--- src/rtl/spi_sck_cs_timer.sv ---
module spi_sck_cs_timer #(
  parameter bit ENHANCED = 1'b1,
  parameter int BITS_W   = 5,
  parameter int IDLE_W   = 8
) (
  input  logic              clk,
  input  logic              rst_n,
  input  logic [31:0]       timing_word0,
  input  logic [31:0]       timing_word1,
  input  logic [IDLE_W-1:0] cs_idle_cnt,
  input  logic              cpol,
  input  logic              cpha,
  input  logic              cs_high,
  input  logic              sample_late,
  input  logic              start,
  input  logic [BITS_W-1:0] bit_cnt_m1,
  output logic              sck,
  output logic              cs_out,
  output logic              launch,
  output logic              capture,
  output logic              busy
);
  localparam int CW    = ENHANCED ? 16 : 8;
  localparam int CNT_W = (CW > IDLE_W) ? CW : IDLE_W;

  typedef enum logic [2:0] {T_IDLE, T_SETUP, T_ACT, T_REST, T_HOLD, T_GAP} tstate_e;

  tstate_e           st;
  logic [CNT_W-1:0]  cnt;
  logic [BITS_W-1:0] left;
  logic [CW-1:0]     hi_c, lo_c, setup_c, hold_c;
  logic              lead_q, trail_q, tlast_q, first_q, late_q;
  logic              cnt_zero, cap_now, cs_on;
  logic [CNT_W-1:0]  act_len, rest_len;

  generate
    if (ENHANCED) begin : g_wide
      assign hi_c    = timing_word0[15:0];
      assign lo_c    = timing_word0[31:16];
      assign hold_c  = timing_word1[15:0];
      assign setup_c = timing_word1[31:16];
    end else begin : g_narrow
      logic unused_word1;
      assign hi_c    = timing_word0[7:0];
      assign lo_c    = timing_word0[15:8];
      assign hold_c  = timing_word0[23:16];
      assign setup_c = timing_word0[31:24];
      assign unused_word1 = ^timing_word1;
    end
  endgenerate

  assign cnt_zero = (cnt == '0);
  assign act_len  = CNT_W'(cpol ? lo_c : hi_c);
  assign rest_len = CNT_W'(cpol ? hi_c : lo_c);

  always_ff @(posedge clk or negedge rst_n) begin
    if (!rst_n) begin
      st      <= T_IDLE;
      cnt     <= '0;
      left    <= '0;
      lead_q  <= 1'b0;
      trail_q <= 1'b0;
      tlast_q <= 1'b0;
      first_q <= 1'b0;
      late_q  <= 1'b0;
    end else begin
      lead_q  <= 1'b0;
      trail_q <= 1'b0;
      first_q <= 1'b0;
      late_q  <= cap_now;
      case (st)
        T_IDLE:
          if (start) begin
            st      <= T_SETUP;
            cnt     <= CNT_W'(setup_c);
            left    <= bit_cnt_m1;
            first_q <= 1'b1;
          end
        T_SETUP:
          if (cnt_zero) begin
            st     <= T_ACT;
            cnt    <= act_len;
            lead_q <= 1'b1;
          end else cnt <= cnt - 1'b1;
        T_ACT:
          if (cnt_zero) begin
            st      <= T_REST;
            cnt     <= rest_len;
            trail_q <= 1'b1;
            tlast_q <= (left == '0);
          end else cnt <= cnt - 1'b1;
        T_REST:
          if (cnt_zero) begin
            if (left == '0) begin
              st  <= T_HOLD;
              cnt <= CNT_W'(hold_c);
            end else begin
              st     <= T_ACT;
              cnt    <= act_len;
              left   <= left - 1'b1;
              lead_q <= 1'b1;
            end
          end else cnt <= cnt - 1'b1;
        T_HOLD:
          if (cnt_zero) begin
            st  <= T_GAP;
            cnt <= CNT_W'(cs_idle_cnt);
          end else cnt <= cnt - 1'b1;
        T_GAP:
          if (cnt_zero) st <= T_IDLE;
          else cnt <= cnt - 1'b1;
        default: st <= T_IDLE;
      endcase
    end
  end

  assign cap_now = cpha ? trail_q : lead_q;
  assign capture = sample_late ? late_q : cap_now;
  assign launch  = cpha ? lead_q : (first_q | (trail_q & ~tlast_q));
  assign cs_on   = (st == T_SETUP) || (st == T_ACT) || (st == T_REST) || (st == T_HOLD);
  assign cs_out  = cs_high ? cs_on : ~cs_on;
  assign sck     = cpol ^ (st == T_ACT);
  assign busy    = (st != T_IDLE);
endmodule


--- config.mk ---
export PLATFORM = sky130hd
export DESIGN_NAME = spi_sck_cs_timer
export DESIGN_NICKNAME = d
export VERILOG_FILES = /design/src/rtl/spi_sck_cs_timer.sv
export SDC_FILE = /design/constraint.sdc
export NUM_CORES = 1
export LEC_CHECK = 0
export BUFFER_PORTS_ARGS = -buffer_cell sky130_fd_sc_hd__buf_2
export CAP_MARGIN = 25
export CORE_UTILIZATION = 40
export DETAILED_ROUTE_END_ITERATION = 7
export GPL_ROUTABILITY_DRIVEN = 0
export HOLD_SLACK_MARGIN = 0.02
export PLACE_DENSITY = 0.68
export SYNTH_ARGS = -nofsm -noshare
export SYNTH_HDL_FRONTEND = slang
export SYNTH_SLANG_ARGS = --single-unit
--- constraint.sdc ---
create_clock -name clk -period 2.75 [get_ports clk]
set_input_delay 0.4125 -clock clk [delete_from_list [all_inputs] [get_ports clk]]
set_output_delay 0.4125 -clock clk [all_outputs]
set_load 0.005 [all_outputs]
==> results_dict.tcl, run 1 <==
set metrics [dict create \
    syn_nets 427 \
    ys_top_cells_by_area "dfrtp_1, mux2_2, a21oi_1, o21ai_0, nand2_1" \
    cts.sinks 29 \
    avgSynthCellArea_um2 7.875 \
    avgRoutedWirePerCell_um 16.92 \
    fillers 652 \
    rows 29 \
    postSynth.asyncResetShare 1.000 \
    power_density_nw_per_um2 542.2 \
    netlist_instances 340 \
    drt-total-wl_um 8665 \
    core_area_um2 6422 \
    violations "DRC" \
    critPathMaxFanout 7 \
    yosys.cell_count.top_type "nand2_1" \
    synth_area_leader_cell "dfrtp_1" \
    ys_seq_elements 29 \
    grt_setup_unrepaired "false" \
    cp_num_buf_inv 2 \
    drc 20 \
    layout-drive-gt1-share 0.3494 \
    critPathSlowestCell "or4b_1" \
    setup_viol 0 \
    start_util 0.4169 \
    synth_edf_count 0 \
    ys_seq_area_frac 0.2710 \
    slew_headroom 0.5209 \
    drt-pass1-iter-count 8 \
    p_leak_nw 1.509 \
    cts_buffer_depth 2 \
    synth_common_cells "nand2_1, nor2_1, a21oi_1" \
    finalMaxSlewViolations 0 \
    cts_htree_levels 2 \
    min_path_type "in -> async" \
    grt_first_pass_wirelength_um 14300 \
    min_period_ns 2.585 \
    seqCellArea_um2 725.7 \
    vias 3038 \
    dp_hpwl_um 6614 \
    io_buffers 88 \
    grt.total_usage 0.2561 \
    crit_path_end_kind "flop" \
    cts_tree "built" \
    finalInstanceArea_um2 3401 \
    required_ns 2.96 \
    worstSetupPathType "reg -> reg" \
    synth.top_cell.area_share 0.2710 \
    critPathLaunchType "flop" \
    hold_viol_final 0 \
    clk_pin_slew_ns 0.07 \
    die_h_um 83.82 \
    ys_warn_count 0 \
    die_area_um2 7025 \
    cts_root_buffer "clkbuf_8" \
    grt_pass1_vias 3053 \
    slowest_delay_ns 0.50 \
    cts_setup_buffers 0 \
    synth.distinct_cells 54 \
    min_period_over_period 0.9401 \
    drt_iter0_markers 209 \
    antenna_left 0 \
    ios 89 \
    syn_area_um2 2678 \
    fp.dieW_um 83.82 \
    antenna_found_initial 0 \
    clkLatencyLatePin_ns 0.28 \
    placedInstanceArea_um2 3288 \
    tns_ns 0 \
    grt.overflow.total 0 \
    nets 521 \
    ff2ff_path_depth 9 \
    r2r_end "cnt[13]" \
    ir_worst_vdd_uv 204.0 \
    ys.flop_type "dfrtp_1" \
    fmax_mhz 386.8 \
    cpLargestDelayFamily "simple AND/OR/NAND/NOR gates" \
    grt_max_degree 34 \
    r2r_start "cnt[0]" \
    multi_input_area_um2 1807 \
    crit_arrival_ns 2.80 \
    clock_skew_ns 0.008454 \
    cap_viol_max_count 0 \
    worst_slew_pin_slew_ns 0.7187 \
    diodes 0 \
    area_delta_synth_final_pct 27.01 \
    cts-buffers-inserted 5 \
    status "complete, but fails checks" \
    rrSetupSlack_ns 0.16 \
    worstPathCellList "inv_1, ha_1, or4b_1, buf_4, or3_1, or2_2, a32oi_1, o22ai_1, o21ai_1" \
    viasPerCell 5.934 \
]
## sequential cells by signal, summed over array words and instances (netlist names)
name and cells:
tlast_q 1, st 3, lead_q 1, cnt 16, late_q 1, left 5, trail_q 1, first_q 1
## report_power, final
group	internal [W]	total [W]	switching, W
logic	0.000359	0.000746	0.000386
registers	0.000559	0.000698	0.000139
clock network	0.000226	0.000400	0.000174
total	0.00114	0.00184	0.000699
## how the worst max path moves through the flow
stage,from,end,cells after the start
after CTS,cnt[0],left[3],9
final,cnt[0],cnt[13],9
after detailed placement,cnt[0],cnt[15],10
after global placement,cnt[0],cnt[13],9
after floorplan,cnt[0],cnt[1],10
after global routing,cnt[0],cnt[15],10
## per-stage QoR
step | cells | setup slack [ns] | util | total power, W | hold slack (ns)
after detailed placement | 503 | 0.2024 | 0.5120 | 0.001430 | 0.5018
after floorplan | 340 | 0.1887 | - | 0.001161 | 0.1169
after global routing | 512 | 0.003074 | 0.5295 | 0.001980 | 0.2283
final | 512 | 0.1646 | 0.5295 | 0.001844 | 0.1855
after CTS | 511 | 0.1763 | 0.5278 | 0.001841 | 0.1950
after global placement | 503 | 0.2208 | 0.5120 | 0.001420 | 0.4972
## placed cells by master, fill, tap and decap left out, types with 3 or more instances in the layout
cell	n
mux2_2	20
a22o_1	5
o22ai_1	5
nor3_1	11
a22oi_1	4
nand2_1	33
nand3_1	7
ha_1	3
xnor2_1	7
a222oi_1	8
nor2b_1	4
inv_1	8
or4_1	4
dfrtp_1	29
nor2_1	32
a221oi_1	3
mux2i_1	8
a32oi_1	4
o21ai_0	25
o21ai_1	11
buf_2	88
clkbuf_8	7
or3_1	4
buf_4	23
nor4_1	3
and2_1	3
a211oi_1	7
or2_2	3
a21oi_1	30
o211ai_1	5
## metal layers
metal,part of all wire,global-route usage,up-vias
met4,0.027,0.1160,0
met1,0.44,0.3151,1430
met2,0.48,0.4389,113
met3,0.053,0.04154,20
li1,-,-,1475
met5,0,0,-
## logic make-up (layout without fill, tap and decap cells)
kind of cell | after synthesis | after routing | synth area share
compound gates | 122 | 122 | 0.2995
xor+xnor | 7 | 7 | 0.02290
fa+ha+maj | 3 | 3 | 0.01402
buf+inv | 34 | 129 | 0.05561
flops | 29 | 29 | 0.2710
mux | 28 | 28 | 0.1140
simple gates | 117 | 117 | 0.2229
## layout make-up
type | count | area share
repair buffers | 113 | 0.1884
clock buffers | 7 | 0.02833
clock inverters | 1 | 0.001472
flip-flops and latches | 29 | 0.2134
multi-input cells | 277 | 0.5313
inverters | 8 | 0.008830
well taps | 77 | 0.02833
## repair_timing
item / 4_1_cts / 5_1_grt
hold buffers: 0 / 0
resized for setup: 0 / 1
setup endpoints to repair: 0 / 5
(Power assumes the default switching activity.)
==> inputs of run 2 (changes only) <==
--- a/config.mk
+++ b/config.mk
@@ -11,7 +11,8 @@
 export DETAILED_ROUTE_END_ITERATION = 7
 export GPL_ROUTABILITY_DRIVEN = 0
 export HOLD_SLACK_MARGIN = 0.02
-export PLACE_DENSITY = 0.68
+export PLACE_DENSITY = 0.71
+export SETUP_SLACK_MARGIN = 0.3
 export SYNTH_ARGS = -nofsm -noshare
 export SYNTH_HDL_FRONTEND = slang
 export SYNTH_SLANG_ARGS = --single-unit
==> run 2 against run 1 <==
  * The run still ends with DRC left
  * Via count rose by 4.6%
  * Core utilization rose by 4.0 points
  * Combinational power rose by 21%
  * Wire length rose by 5.2%
  * Clock skew fell by 0.0020 ns
  * Design area rose by 7.6%
  * Critical path depth rose by 1
  * Worst hold slack got worse by 0.022 ns
  * First-iteration DRC count rose by 30%
  * Sequential share of layout area fell by 1.5 points
  * Critical path type unchanged
==> results_dict.tcl, run 2 (same netlist as run 1, synthesis figures left out) <==
set metrics [dict create \
    min_path_type "in -> async" \
    cts_tree "built" \
    viasPerCell 6.067 \
    pre_cts_ws_ns 0.1259 \
    largest_register_ffs 16 \
    grt_pass1_vias 3150 \
    min_period_over_period 0.9039 \
    violations "DRC" \
    p_sw_w 0.0007615 \
    clkLatencyLatePin_ns 0.29 \
    final_common_cell "buf_2" \
    power_density_nw_per_um2 539.3 \
    start_util 0.4169 \
    rows 29 \
    cp_num_buf_inv 3 \
    nets 534 \
    power_frac_clock 0.183 \
    tns_ns 0 \
    layout-drive-gt1-share 0.4295 \
    worstPathCellList "inv_2, ha_4, or4b_4, buf_6, nor4_4, a21oi_2, o22ai_2, buf_12, nor2_1, a22o_1" \
    cts_htree_levels 2 \
    clk_pin_slew_ns 0.06 \
    antenna_found_initial 0 \
    finalMaxSlewViolations 0 \
    grt.overflow.total 0 \
    clock_skew_ns 0.006499 \
    area_delta_synth_final_pct 36.68 \
    drt-pass1-iter-count 7 \
    crit_path_end_kind "flop" \
    ir_worst_vdd_uv 223.8 \
    hold_viol_final 0 \
    cts-buffers-inserted 5 \
    ff2ff_path_depth 10 \
    postCtsHoldBufs 0 \
    critPathLaunchType "flop" \
    seqPwrFrac 0.360 \
    fp.dieW_um 83.82 \
    worst_slew_pin_slew_ns 0.6966 \
    drc 18 \
    status "complete, but fails checks" \
    reg.largest.list "cnt: 16 flops, left: 5 flops, st: 3 flops" \
    fillers 591 \
    crit_cells 10 \
    vias 3179 \
    cts_buffer_depth 2 \
    slew_headroom 0.5356 \
    crit_arrival_ns 2.66 \
    dp_hpwl_um 6508 \
    grt.total_usage 0.2622 \
    p_int_w 0.001212 \
    worst_slack_ns 0.2642 \
    worstSetupPathType "reg -> reg" \
    critPathSlowestCell "or4b_4" \
    r2r_end "cnt[12]" \
    mostFrequentLayoutCells "buf_2, nand2_1, nor2_1" \
    cap_viol_max_count 0 \
    r2r_start "cnt[0]" \
    avgRoutedWirePerCell_um 17.40 \
    setup_viol 0 \
    die_h_um 83.82 \
    crit_end "cnt[12]" \
    fmax_mhz 402.3 \
    die_area_um2 7025 \
    comb_power_share 0.457 \
    grt_first_pass_wirelength_um 14650 \
    slowest_delay_ns 0.48 \
    rrSetupSlack_ns 0.26 \
    critPathMaxFanout 17 \
    ios 89 \
    timing.hold.ws_ns 0.1634 \
    regMostFlops "cnt" \
    min_period_ns 2.486 \
    antenna_left 0 \
    grt_max_degree 34 \
    drt-total-wl_um 9117 \
    grt_setup_unrepaired "true" \
    drt_iter0_markers 272 \
    diodes 0 \
    startpoint "cnt[0]" \
    sw_frac_of_total 0.3858 \
    cts_root_buffer "clkbuf_8" \
    required_ns 2.92 \
    cts.sinks 29 \
    p_leak_nw 1.613 \
    io_buffers 88 \
    cpLargestDelayFamily "simple AND/OR/NAND/NOR gates" \
    core_area_um2 6422 \
]
run 2: stage by stage:
| step | util | cell area (um2) | std cells | total power [W] |
|---|---|---|---|---|
| after detailed placement | 0.5104 | 3278 | 501 | 0.001387 |
| after global placement | 0.5096 | 3273 | 500 | 0.001373 |
| after floorplan | - | 2695 | 340 | 0.001169 |
| after CTS | 0.5393 | 3463 | 516 | 0.001838 |
| after global routing | 0.5698 | 3660 | 524 | 0.002108 |
| final | 0.5698 | 3660 | 524 | 0.001974 |
run 2: worst min-delay path by stage:
stage | from | to | cells past startpoint
2_1_floorplan | rst_n | cnt[0] | 0
3_3_place_gp | rst_n | cnt[5] | 1
3_5_place_dp | rst_n | cnt[5] | 1
4_1_cts | rst_n | cnt[5] | 1
5_1_grt | rst_n | cnt[5] | 1
6_report | rst_n | cnt[5] | 1
run 2: cell type report:
type / instances / area, um2 / area share
multi-input cells: 277 / 1944 / 0.5313
inverters: 8 / 30.03 / 0.008205
clock buffers: 7 / 86.33 / 0.02359
well taps: 77 / 96.34 / 0.02632
flip-flops and latches: 29 / 726.9 / 0.1986
repair buffers: 126 / 775.7 / 0.2120
run 2: worst register-to-register path, delay by kind of cell (launching register included):
kind                     cells  cell delay (ns)
flip-flops                   1             0.39
AND/OR/NAND/NOR              3             0.92
buffers and inverters        3             0.43
adder cells (fa/ha/maj)      1             0.14
AO/OA/AOI/OAI                3             0.50
run 2: power groups by stage:
stage,sequential (W),combinational [W],clock (W)
4_1_cts,0.000693,0.000779,0.000367
3_3_place_gp,0.000697,0.000676,0
5_1_grt,0.000730,0.000998,0.000380
2_1_floorplan,0.000666,0.000503,0
3_5_place_dp,0.000698,0.000689,0
6_report,0.000711,0.000901,0.000362
run 2: timing repair:
item                                    4_1_cts  5_1_grt
resized for setup                             8       32
buffers inserted                              8        6
pin swaps                                     2       19
endpoints found under the setup margin       20       22
gates cloned                                  0        2
run 2: routing by layer:
layer | share of wire | wire length (um) | global-route usage | vias to the layer above
li1 | - | - | - | 1504
met1 | 0.41 | 3699 | 0.3191 | 1500
met2 | 0.49 | 4427 | 0.4329 | 148
met3 | 0.069 | 633 | 0.04550 | 27
met4 | 0.039 | 356 | 0.1567 | 0
met5 | 0 | 0 | 0 | -
==> inputs of run 3 (changes only) <==
--- a/config.mk
+++ b/config.mk
@@ -11,7 +11,7 @@
 export DETAILED_ROUTE_END_ITERATION = 7
 export GPL_ROUTABILITY_DRIVEN = 0
 export HOLD_SLACK_MARGIN = 0.02
-export PLACE_DENSITY = 0.71
+export PLACE_DENSITY = 0.66
 export SETUP_SLACK_MARGIN = 0.3
 export SYNTH_ARGS = -nofsm -noshare
 export SYNTH_HDL_FRONTEND = slang
==> constraint.sdc (replaced) <==
create_clock -name clk -period 3 [get_ports clk]
set_input_delay 0.45 -clock clk [delete_from_list [all_inputs] [get_ports clk]]
set_output_delay 0.45 -clock clk [all_outputs]
set_load 0.005 [all_outputs]
==> run 3 against run 2 <==
  * Final cell count shrank 3.2%
  * Flip-flop and latch count is the same
  * Core utilization shrank 4.3 points
  * Global-route usage shrank 1.1 points
  * Critical endpoint is now cnt[0]
  * The flow still finishes with violations (DRC)
  * Worst setup slack gained 0.14 ns
==> results_dict.tcl, run 3 (same netlist as run 1, synthesis figures left out) <==
set metrics [dict create \
    slowest_delay_ns 0.53 \
    dp_hpwl_um 6537 \
    drt_iter0_markers 256 \
    crit_path_end_kind "flop" \
    status "complete, but fails checks" \
    cap_viol_max_count 0 \
    vias 3062 \
    min_path_type "in -> async" \
    layout-drive-gt1-share 0.3419 \
    seqCellArea_um2 725.7 \
    power_density_nw_per_um2 512.6 \
    antenna_found_initial 0 \
    area_delta_synth_final_pct 26.26 \
    pre_cts_ws_ns 0.3197 \
    cts.sinks 29 \
    dpl.cell_count 496 \
    mostFrequentLayoutCells "buf_2, nand2_1, nor2_1" \
    critPathSlowestCell "or4_4" \
    fp.dieW_um 83.82 \
    reg.largest.list "cnt: 16 flops, left: 5 flops, st: 3 flops" \
    critPathMaxFanout 10 \
    cts_root_buffer "clkbuf_8" \
    grt_first_pass_wirelength_um 14060 \
    total_power_w 0.001733 \
    cpLargestDelayFamily "simple AND/OR/NAND/NOR gates" \
    hold_viol_final 0 \
    antenna_left 0 \
    min_period_over_period 0.8644 \
    die_h_um 83.82 \
    clock_skew_ns 0.01040 \
    ir_worst_vdd_uv 201.3 \
    slew_headroom 0.5121 \
    multi_input_area_um2 1809 \
    final_common_cell "buf_2" \
    avgRoutedWirePerCell_um 17.05 \
    p_leak_nw 1.489 \
    tns_ns 0 \
    diodes 0 \
    drc 22 \
    violations "DRC" \
    drt-pass1-iter-count 7 \
    core_area_um2 6422 \
    required_ns 3.17 \
    worstPathCellList "inv_1, ha_2, or4b_1, or4_4, o21ai_4, buf_4, o22ai_1, a211oi_2, a21oi_1" \
    start_util 0.4169 \
    io_buffers 88 \
    cts_tree "built" \
    clk_pin_slew_ns 0.07 \
    viasPerCell 6.039 \
    grt.overflow.total 0 \
    fin_cells 507 \
    die_area_um2 7025 \
    worst_slew_pin_slew_ns 0.7319 \
    cp_num_buf_inv 2 \
    worstSetupPathType "reg -> reg" \
    min_period_ns 2.593 \
    worst_slack_ns 0.4068 \
    crit_arrival_ns 2.77 \
    grt_setup_unrepaired "true" \
    largest_register_ffs 16 \
    ios 89 \
    grt_pass1_vias 2926 \
    cts_htree_levels 2 \
    setup_viol 0 \
    critPathLaunchType "flop" \
    fmax_mhz 385.6 \
    finalMaxSlewViolations 0 \
    clkLatencyLatePin_ns 0.29 \
    nets 516 \
    regMostFlops "cnt" \
    grt_max_degree 34 \
    fillers 628 \
    drt-total-wl_um 8642 \
    final_util 0.5264 \
    rows 29 \
    cts-buffers-inserted 5 \
    grt.total_usage 0.2512 \
    cts_buffer_depth 2 \
]
## run 3: routing by layer
layer / track usage / vias up / part of all wire
met4: 0.08777 / 0 / 0.025
met1: 0.3288 / 1440 / 0.43
met3: 0.04352 / 17 / 0.073
met5: 0 / - / 0
li1: - / 1459 / -
met2: 0.4165 / 146 / 0.48
## run 3: what timing repair did
action,CTS,global route
pin swaps,1,1
setup endpoints to repair,1,7
resized for setup,0,2
setup buffers,0,2
hold buffers,0,0
## run 3: cell type report
| type | instances | area share |
|---|---|---|
| multi-input cells | 277 | 0.5352 |
| flip-flops and latches | 29 | 0.2147 |
| repair buffers | 108 | 0.1784 |
| well taps | 77 | 0.02850 |
| clock buffers | 7 | 0.02554 |
| clock inverters | 1 | 0.008882 |
| inverters | 8 | 0.008882 |
## run 3: through the flow
stage | hold slack [ns] | cell area, um2
2_1_floorplan | 0.1544 | 2678
3_3_place_gp | 0.5231 | 3236
3_5_place_dp | 0.5195 | 3236
4_1_cts | 0.2484 | 3352
5_1_grt | 0.2596 | 3381
6_report | 0.2222 | 3381
## run 3: power breakdown
part / total, W / switching (W) / internal [W]
Sequential: 0.000647 / 0.000134 / 0.000513
Clock: 0.000430 / 0.000159 / 0.000271
Combinational: 0.000656 / 0.000346 / 0.000310
Total: 0.00173 / 0.000640 / 0.00109
## run 3: path summary, 6_finish.rpt
path	depth (start not counted)	end	startpoint	slack [ns]
max	9	cnt[0]	cnt[0]	0.41
min	1	left[2]	rst_n	0.22
max reg2reg	9	cnt[0]	cnt[0]	0.41
min reg2reg	1	late_q	trail_q	0.53
max in group asynchronous	1	cnt[10]	rst_n	2.31
min in group clk	3	left[0]	bit_cnt_m1[0]	0.40
